## config.mk

```make
export PLATFORM = sky130hd
export DESIGN_NAME = tcmp_sched
export DESIGN_NICKNAME = d
export VERILOG_FILES = /design/src/rtl/tcmp_sched.sv
export SDC_FILE = /design/constraint.sdc
export NUM_CORES = 1
export LEC_CHECK = 0
export CAP_MARGIN = 20
export CORE_MARGIN = 5
export CORE_UTILIZATION = 45
export DETAILED_ROUTE_END_ITERATION = 10
export HOLD_SLACK_MARGIN = 0.12
export PLACE_DENSITY_LB_ADDON = 0.25
export SKIP_LAST_GASP = 1
export SLEW_MARGIN = 20
export SYNTH_ARGS = -nofsm -noshare
export SYNTH_HDL_FRONTEND = slang
export SYNTH_SLANG_ARGS = --single-unit
```

## constraint.sdc

```tcl
create_clock -name clk -period 5 [get_ports clk]
set_input_delay 0.5 -clock clk [delete_from_list [all_inputs] [get_ports clk]]
set_output_delay 0.5 -clock clk [all_outputs]
set_load 0.05 [all_outputs]
```

## src/rtl/tcmp_sched.sv

```systemverilog
module tcmp_sched #(
  parameter int CH = 3,
  parameter int CW = 32,
  parameter int PW = 32,
  parameter int FW = 16
) (
  input  logic             clk,
  input  logic             rst_n,
  input  logic [CH-1:0]    ch_en,
  input  logic [CH*PW-1:0] per_int,
  input  logic [CH*FW-1:0] per_frac,
  input  logic [CH-1:0]    start_we,
  input  logic [CH*CW-1:0] start_val,
  input  logic [CH-1:0]    irq_clr,
  output logic [CW-1:0]    cnt_o,
  output logic [CH*CW-1:0] cmp_o,
  output logic [CH-1:0]    evt_o,
  output logic [CH-1:0]    irq_o
);

  logic [CW-1:0] cnt_q;

  always_ff @(posedge clk) begin
    if (!rst_n) cnt_q <= '0;
    else        cnt_q <= cnt_q + 1'b1;
  end

  assign cnt_o = cnt_q;

  for (genvar g = 0; g < CH; g++) begin : g_ch
    logic [CW-1:0] cmp_q;
    logic [FW-1:0] acc_q;
    logic          evt_q;
    logic          irq_q;
    logic [CW-1:0] diff;
    logic          hit;
    logic [FW:0]   fsum;
    logic [CW-1:0] step;

    assign diff = cnt_q - cmp_q;
    assign hit  = ch_en[g] & ~diff[CW-1];
    assign fsum = {1'b0, acc_q} + {1'b0, per_frac[g*FW +: FW]};
    assign step = CW'(per_int[g*PW +: PW]) + CW'(fsum[FW]);

    always_ff @(posedge clk) begin
      if (!rst_n) begin
        cmp_q <= '0;
        acc_q <= '0;
      end else if (hit) begin
        cmp_q <= cmp_q + step;
        acc_q <= fsum[FW-1:0];
      end else if (!ch_en[g] && start_we[g]) begin
        cmp_q <= start_val[g*CW +: CW];
        acc_q <= '0;
      end
    end

    always_ff @(posedge clk) begin
      if (!rst_n) begin
        evt_q <= 1'b0;
        irq_q <= 1'b0;
      end else begin
        evt_q <= hit;
        irq_q <= (irq_q & ~irq_clr[g]) | hit;
      end
    end

    assign cmp_o[g*CW +: CW] = cmp_q;
    assign evt_o[g] = evt_q;
    assign irq_o[g] = irq_q;
  end

endmodule

```

Word-level counts from Yosys, hierarchy flattened
Cells that the tools add are included.
{"block": "word_totals", "word_cells": 62, "input_bits": 251, "ff_bits": 182}
{"block": "classes", "n_bitwise": 15, "muxes": 12, "n_addsub": 13, "n_reduce_logical": 9}
{"op": "$mux 32", "count": 6}
{"op": "$add 32x1->32", "count": 3}
{"op": "$add 32x32->32", "count": 3}
{"op": "$mux 16", "count": 6}
{"op": "$sub 32x32->32", "count": 3}
{"op": "$add 16x16->17", "count": 3}
{"op": "$add 32x1->32 const B", "count": 1}
{"op": "$and 1x1->1", "count": 6}
{"op": "$not 1->1", "count": 6}
{"op": "$reduce_bool 2->1", "count": 3}
{"op": "$logic_and 1x1->1", "count": 3}
{"op": "$logic_not 1->1", "count": 3}
{"op": "$or 1x1->1", "count": 3}

Longest topological paths before layout
{"block": "logic_depth", "ltp_word": 4, "mapped_depth": 25}

Worst setup path after synthesis
Ideal clock, no wire load.
{"block": "synth_timing", "path_kind": "in2reg", "from": "input per_frac[32]", "to": "register g_ch[2].cmp_q[26]", "path_slack_ns": -0.099, "t_arrival_ns": 4.984, "setup_time_ns": 0.115, "path_stages": 24, "path_buffers": 0, "path_cell_list": "ha_1 -> inv_1 -> fa_1 -> nor2b_1 -> o21ai_0 -> a21boi_0 -> o21ai_0 -> a211oi_1 -> o31ai_1 -> o21ai_0 -> a21o_1 -> a21oi_1 -> fa_1 -> fa_1 -> nand2b_1 -> a21boi_0 -> o21ai_1 -> a31oi_1 -> o2111ai_1 -> a211oi_1 -> o31a_1 -> o21a_1 -> nor3_1 -> o21a_1"}
{"block": "synth_between", "elab_chain_len": 4}
{"element": "start, declared", "line": "11", "rtl": "input logic [CH*FW-1:0] per_frac,"}
{"element": "$add 16x16->17", "line": "42", "rtl": "assign fsum = {1'b0, acc_q} + {1'b0, per_frac[g*FW +: FW]};"}
{"element": "$add 32x1->32", "line": "43", "rtl": "assign step = CW'(per_int[g*PW +: PW]) + CW'(fsum[FW]);"}
{"element": "$add 32x32->32", "line": "50", "rtl": "cmp_q <= cmp_q + step;"}
{"element": "$mux 32", "line": "49", "rtl": "end else if (hit) begin"}
{"element": "end signal, assigned", "line": "50"}
{"element": "end signal, assigned", "line": "53", "rtl": "cmp_q <= start_val[g*CW +: CW];"}
{"element": "end, declared", "line": "31", "rtl": "logic [CW-1:0] cmp_q;"}
Every way passes these cells.
A chain may end at the register's enable or synchronous reset.

Worst setup path in the final report
{"block": "layout_timing", "from": "register g_ch[2].acc_q[0]", "to": "register g_ch[2].cmp_q[28]"}
{"block": "layout_between", "elab_chain_len": 4}
{"element": "start, declared", "line": "32", "rtl": "logic [FW-1:0] acc_q;"}
{"element": "start signal, assigned", "line": "51", "rtl": "acc_q <= fsum[FW-1:0];"}
{"element": "$add 16x16->17", "line": "42"}
{"element": "$add 32x1->32", "line": "43"}
{"element": "$add 32x32->32", "line": "50"}
{"element": "$mux 32", "line": "49"}
Every way passes these cells.

==> flow_summary.yaml <==
run_status:
  status: "completed"
cts:
  clk_latency_ps: 450
  cts_tree: "built"
  cts_buffer_depth: 2
  clock_sink_count: 182
  cts-root-buf: "clkbuf_16"
  numCtsBuffers: 17
  cts_max_level: 4
  clkTransAtPathRegs_ps: 70
pwr:
  vdd_drop_max_uv: 213
  switching_power_mw: 2.03
  leakagePower_nw: 9.77
  switching_share_pct: 37.1
  power_frac_clock_pct: 28.8
  p_total_mw: 5.47
  internal_power_mw: 3.44
  sequentialPowerShare_pct: 30.6
  combinationalPowerShare_pct: 40.7
  p_per_area_nw_per_um2: 243
floorplan:
  die_h_um: 200
  core_sq_um: 35700
  initial_core_util_pct: 45.6
  rows: 69
  dieArea_sq_um: 40100
  ios: 385
  die_w_um: 200
final_layout:
  multiInputGateArea_sq_um: 12200
  mostFrequentLayoutCells: "clkdlybuf4s50_1, ha_1, a21oi_1, nand2_1, dfxtp_1"
  final_common_cell: "clkdlybuf4s50_1"
  syn2layout_area_growth_pct: 38.2
  final_net_count: 3025
  regArea_sq_um: 3650
  nFillCells: 3082
  drive_gt1_share_pct: 10.9
sta:
  slew_headroom_pct: 38.9
  hold_viol_final: 0
  period_share_pct: 98.0
  holdWs_ps: 471
  drv_slew: 0
  tightest_slew_ps: 916
  fin_skew_ps: 12.4
  post-route-min-period_ps: 4900
  setup_viol: 0
  grt_setup_unrepaired: "yes"
  max_freq_mhz: 204
worst_setup_path:
  crit_type: "register to register"
  critPathCaptureType: "register"
  cp-start-kind: "register"
  crit_fanout: 2
  crit_arrival_ps: 5240
  required_ps: 5340
synth:
  syn_area_per_cell_sq_um: 7.79
  synth_cell_type_count: 90
  synth_edf_count: 0
  yosys.area.top_type: "dfxtp_1"
  syn-num-nets: 2577
  synth_xor_area_share_pct: 6.94
  yosys_warnings: 0
  synth_compound_area_share_pct: 26.5
  synthFlopType: "dfxtp_1"
  synth.area.mux_share_pct: 0.484
  netlist.area_leader.share_pct: 22.4
  synth_top_family_by_area: "compound AO/OA/AOI/OAI gates"
  netlist_area_sq_um: 16300
  syn_inst: 2088
  synthAdderAreaFrac_pct: 18.7
  ys_async_sr_fraction_pct: 0
  yosys-top-cells-area: "dfxtp_1, ha_1, a21oi_1"
  ys_seq_area_share_pct: 22.4
  synth_simple_gate_area_share_pct: 19.3
  ys_ff_latch: 182
global_routing:
  grt_usage_pct: 27.5
  grt_start_max_net_pins: 101
  antenna_found_initial: 0
  overflow: 0
  grt_pass1_wl_um: 91300
  first_global_vias: 17372
drt:
  vias: 17384
  drc_errors: 0
  wire_per_inst_um: 19.4
  ant_nets: 0
  dr.pass1.iters: 5
  routed_wl_um: 58500
  viasPerCell: 5.77
  first_iter_violations: 860
place:
  port_buffers: 384
  dp_hpwl_um: 44600
  gp_congestion: 0.935
job:
  maxCapViolCount: 0
worst_hold_path:
  worst_hold_path_type: "register to register"
worst max-delay path, cell delays in order, from the launching register on:
cell       delay (ps)
dfxtp_2           360
ha_4              140
inv_2              40
fa_2              370
nor2b_2           140
o21ai_2            80
a21boi_2          180
o21ai_2           100
a211oi_2          250
o31ai_2           110
o21ai_1           180
a21o_1            190
a21oi_4            80
fa_2              390
fa_2              410
nand2b_4          160
a21boi_2          170
o21ai_2            80
a31oi_1           200
buf_4             170
o2111ai_4         120
a211oi_2          290
buf_4             150
or3_4             110
nand4_1            90
a21oi_1           160
nor2_1             50
what timing repair did:
item	CTS	global route
setup buffers	18	17
setup endpoints to repair	44	51
gates resized for setup	45	68
hold buffers	0	0
pin swaps	40	80
cell usage after synthesis (all sizes together), types with 19 or more instances:
cell    count
and3       22
ha        229
nand2b     28
nand3b     21
nand4      23
dfxtp     182
nand3     110
xnor2      78
nor2      136
inv       146
a21oi     222
a211oi     32
a31oi      19
a22oi      47
o21a       24
nor2b      25
xor2       51
a21o       87
o21ai      88
buf        28
nor3       26
nand2     193
clkbuf     58
metal layers:
| metal | routed length (um) | vias up | GRT usage [%] |
|---|---|---|---|
| met1 | 24900 | 8167 | 35.0 |
| met5 | 0 | - | 0 |
| met4 | 2000 | 0 | 10.7 |
| li1 | - | 8482 | - |
| met3 | 3680 | 125 | 5.01 |
| met2 | 27900 | 610 | 46.5 |
cell families after synthesis:
| kind of cell | after synthesis |
|---|---|
| mux | 7 |
| buf+inv | 232 |
| xor+xnor | 129 |
| simple gates | 644 |
| fa+ha+maj | 238 |
| flops | 182 |
| compound gates | 656 |
worst paths after layout:
kind              slack [ps]  cells past startpoint                     startpoint                              to
hold reg to reg          470                      2  g_ch[2].acc_q[9]$_SDFFE_PN0P_   g_ch[2].acc_q[9]$_SDFFE_PN0P_
hold / removal           470                      2  g_ch[2].acc_q[9]$_SDFFE_PN0P_   g_ch[2].acc_q[9]$_SDFFE_PN0P_
setup / recovery         100                     26  g_ch[2].acc_q[0]$_SDFFE_PN0P_  g_ch[2].cmp_q[28]$_SDFFE_PN0P_
setup reg to reg         100                     26  g_ch[2].acc_q[0]$_SDFFE_PN0P_  g_ch[2].cmp_q[28]$_SDFFE_PN0P_
power by group through the flow:
stage	Clock [mW]	Combinational, mW	Sequential (mW)
floorplan	0	1.15	1.92
global placement	0	2.07	1.70
detailed placement	0	2.11	1.70
CTS	1.61	2.15	1.67
global route	1.66	2.41	1.68
finish	1.57	2.22	1.67
flip-flops by register name, summed over array words and instances, names as in the netlist:
register	cells
cnt_o	32
g_ch.evt_q	3
g_ch.acc_q	48
g_ch.cmp_q	96
g_ch.irq_q	3
through the flow:
step	area [sq um]	util (%)	instances	setup slack [ps]	TNS, ps
2_1_floorplan	16300	-	2088	26.0	0
3_3_place_gp	21100	59.2	2947	-868	-28700
6_report	22500	63.1	3011	102	0
4_1_cts	22100	61.9	2996	-151	-247
5_1_grt	22500	63.1	3010	-182	-1790
3_5_place_dp	21100	59.2	2947	-1050	-36730
layout make-up:
type / instances / share of cell area, %
inverters: 146 / 2.45
multi-input cells: 1674 / 54.2
well taps: 461 / 2.57
flip-flops and latches: 182 / 16.2
clock buffers: 18 / 1.95
repair buffers: 515 / 21.6
clock inverters: 14 / 0.985
diodes: 1 / 0.0111
Power figures use the tool's default switching activity.
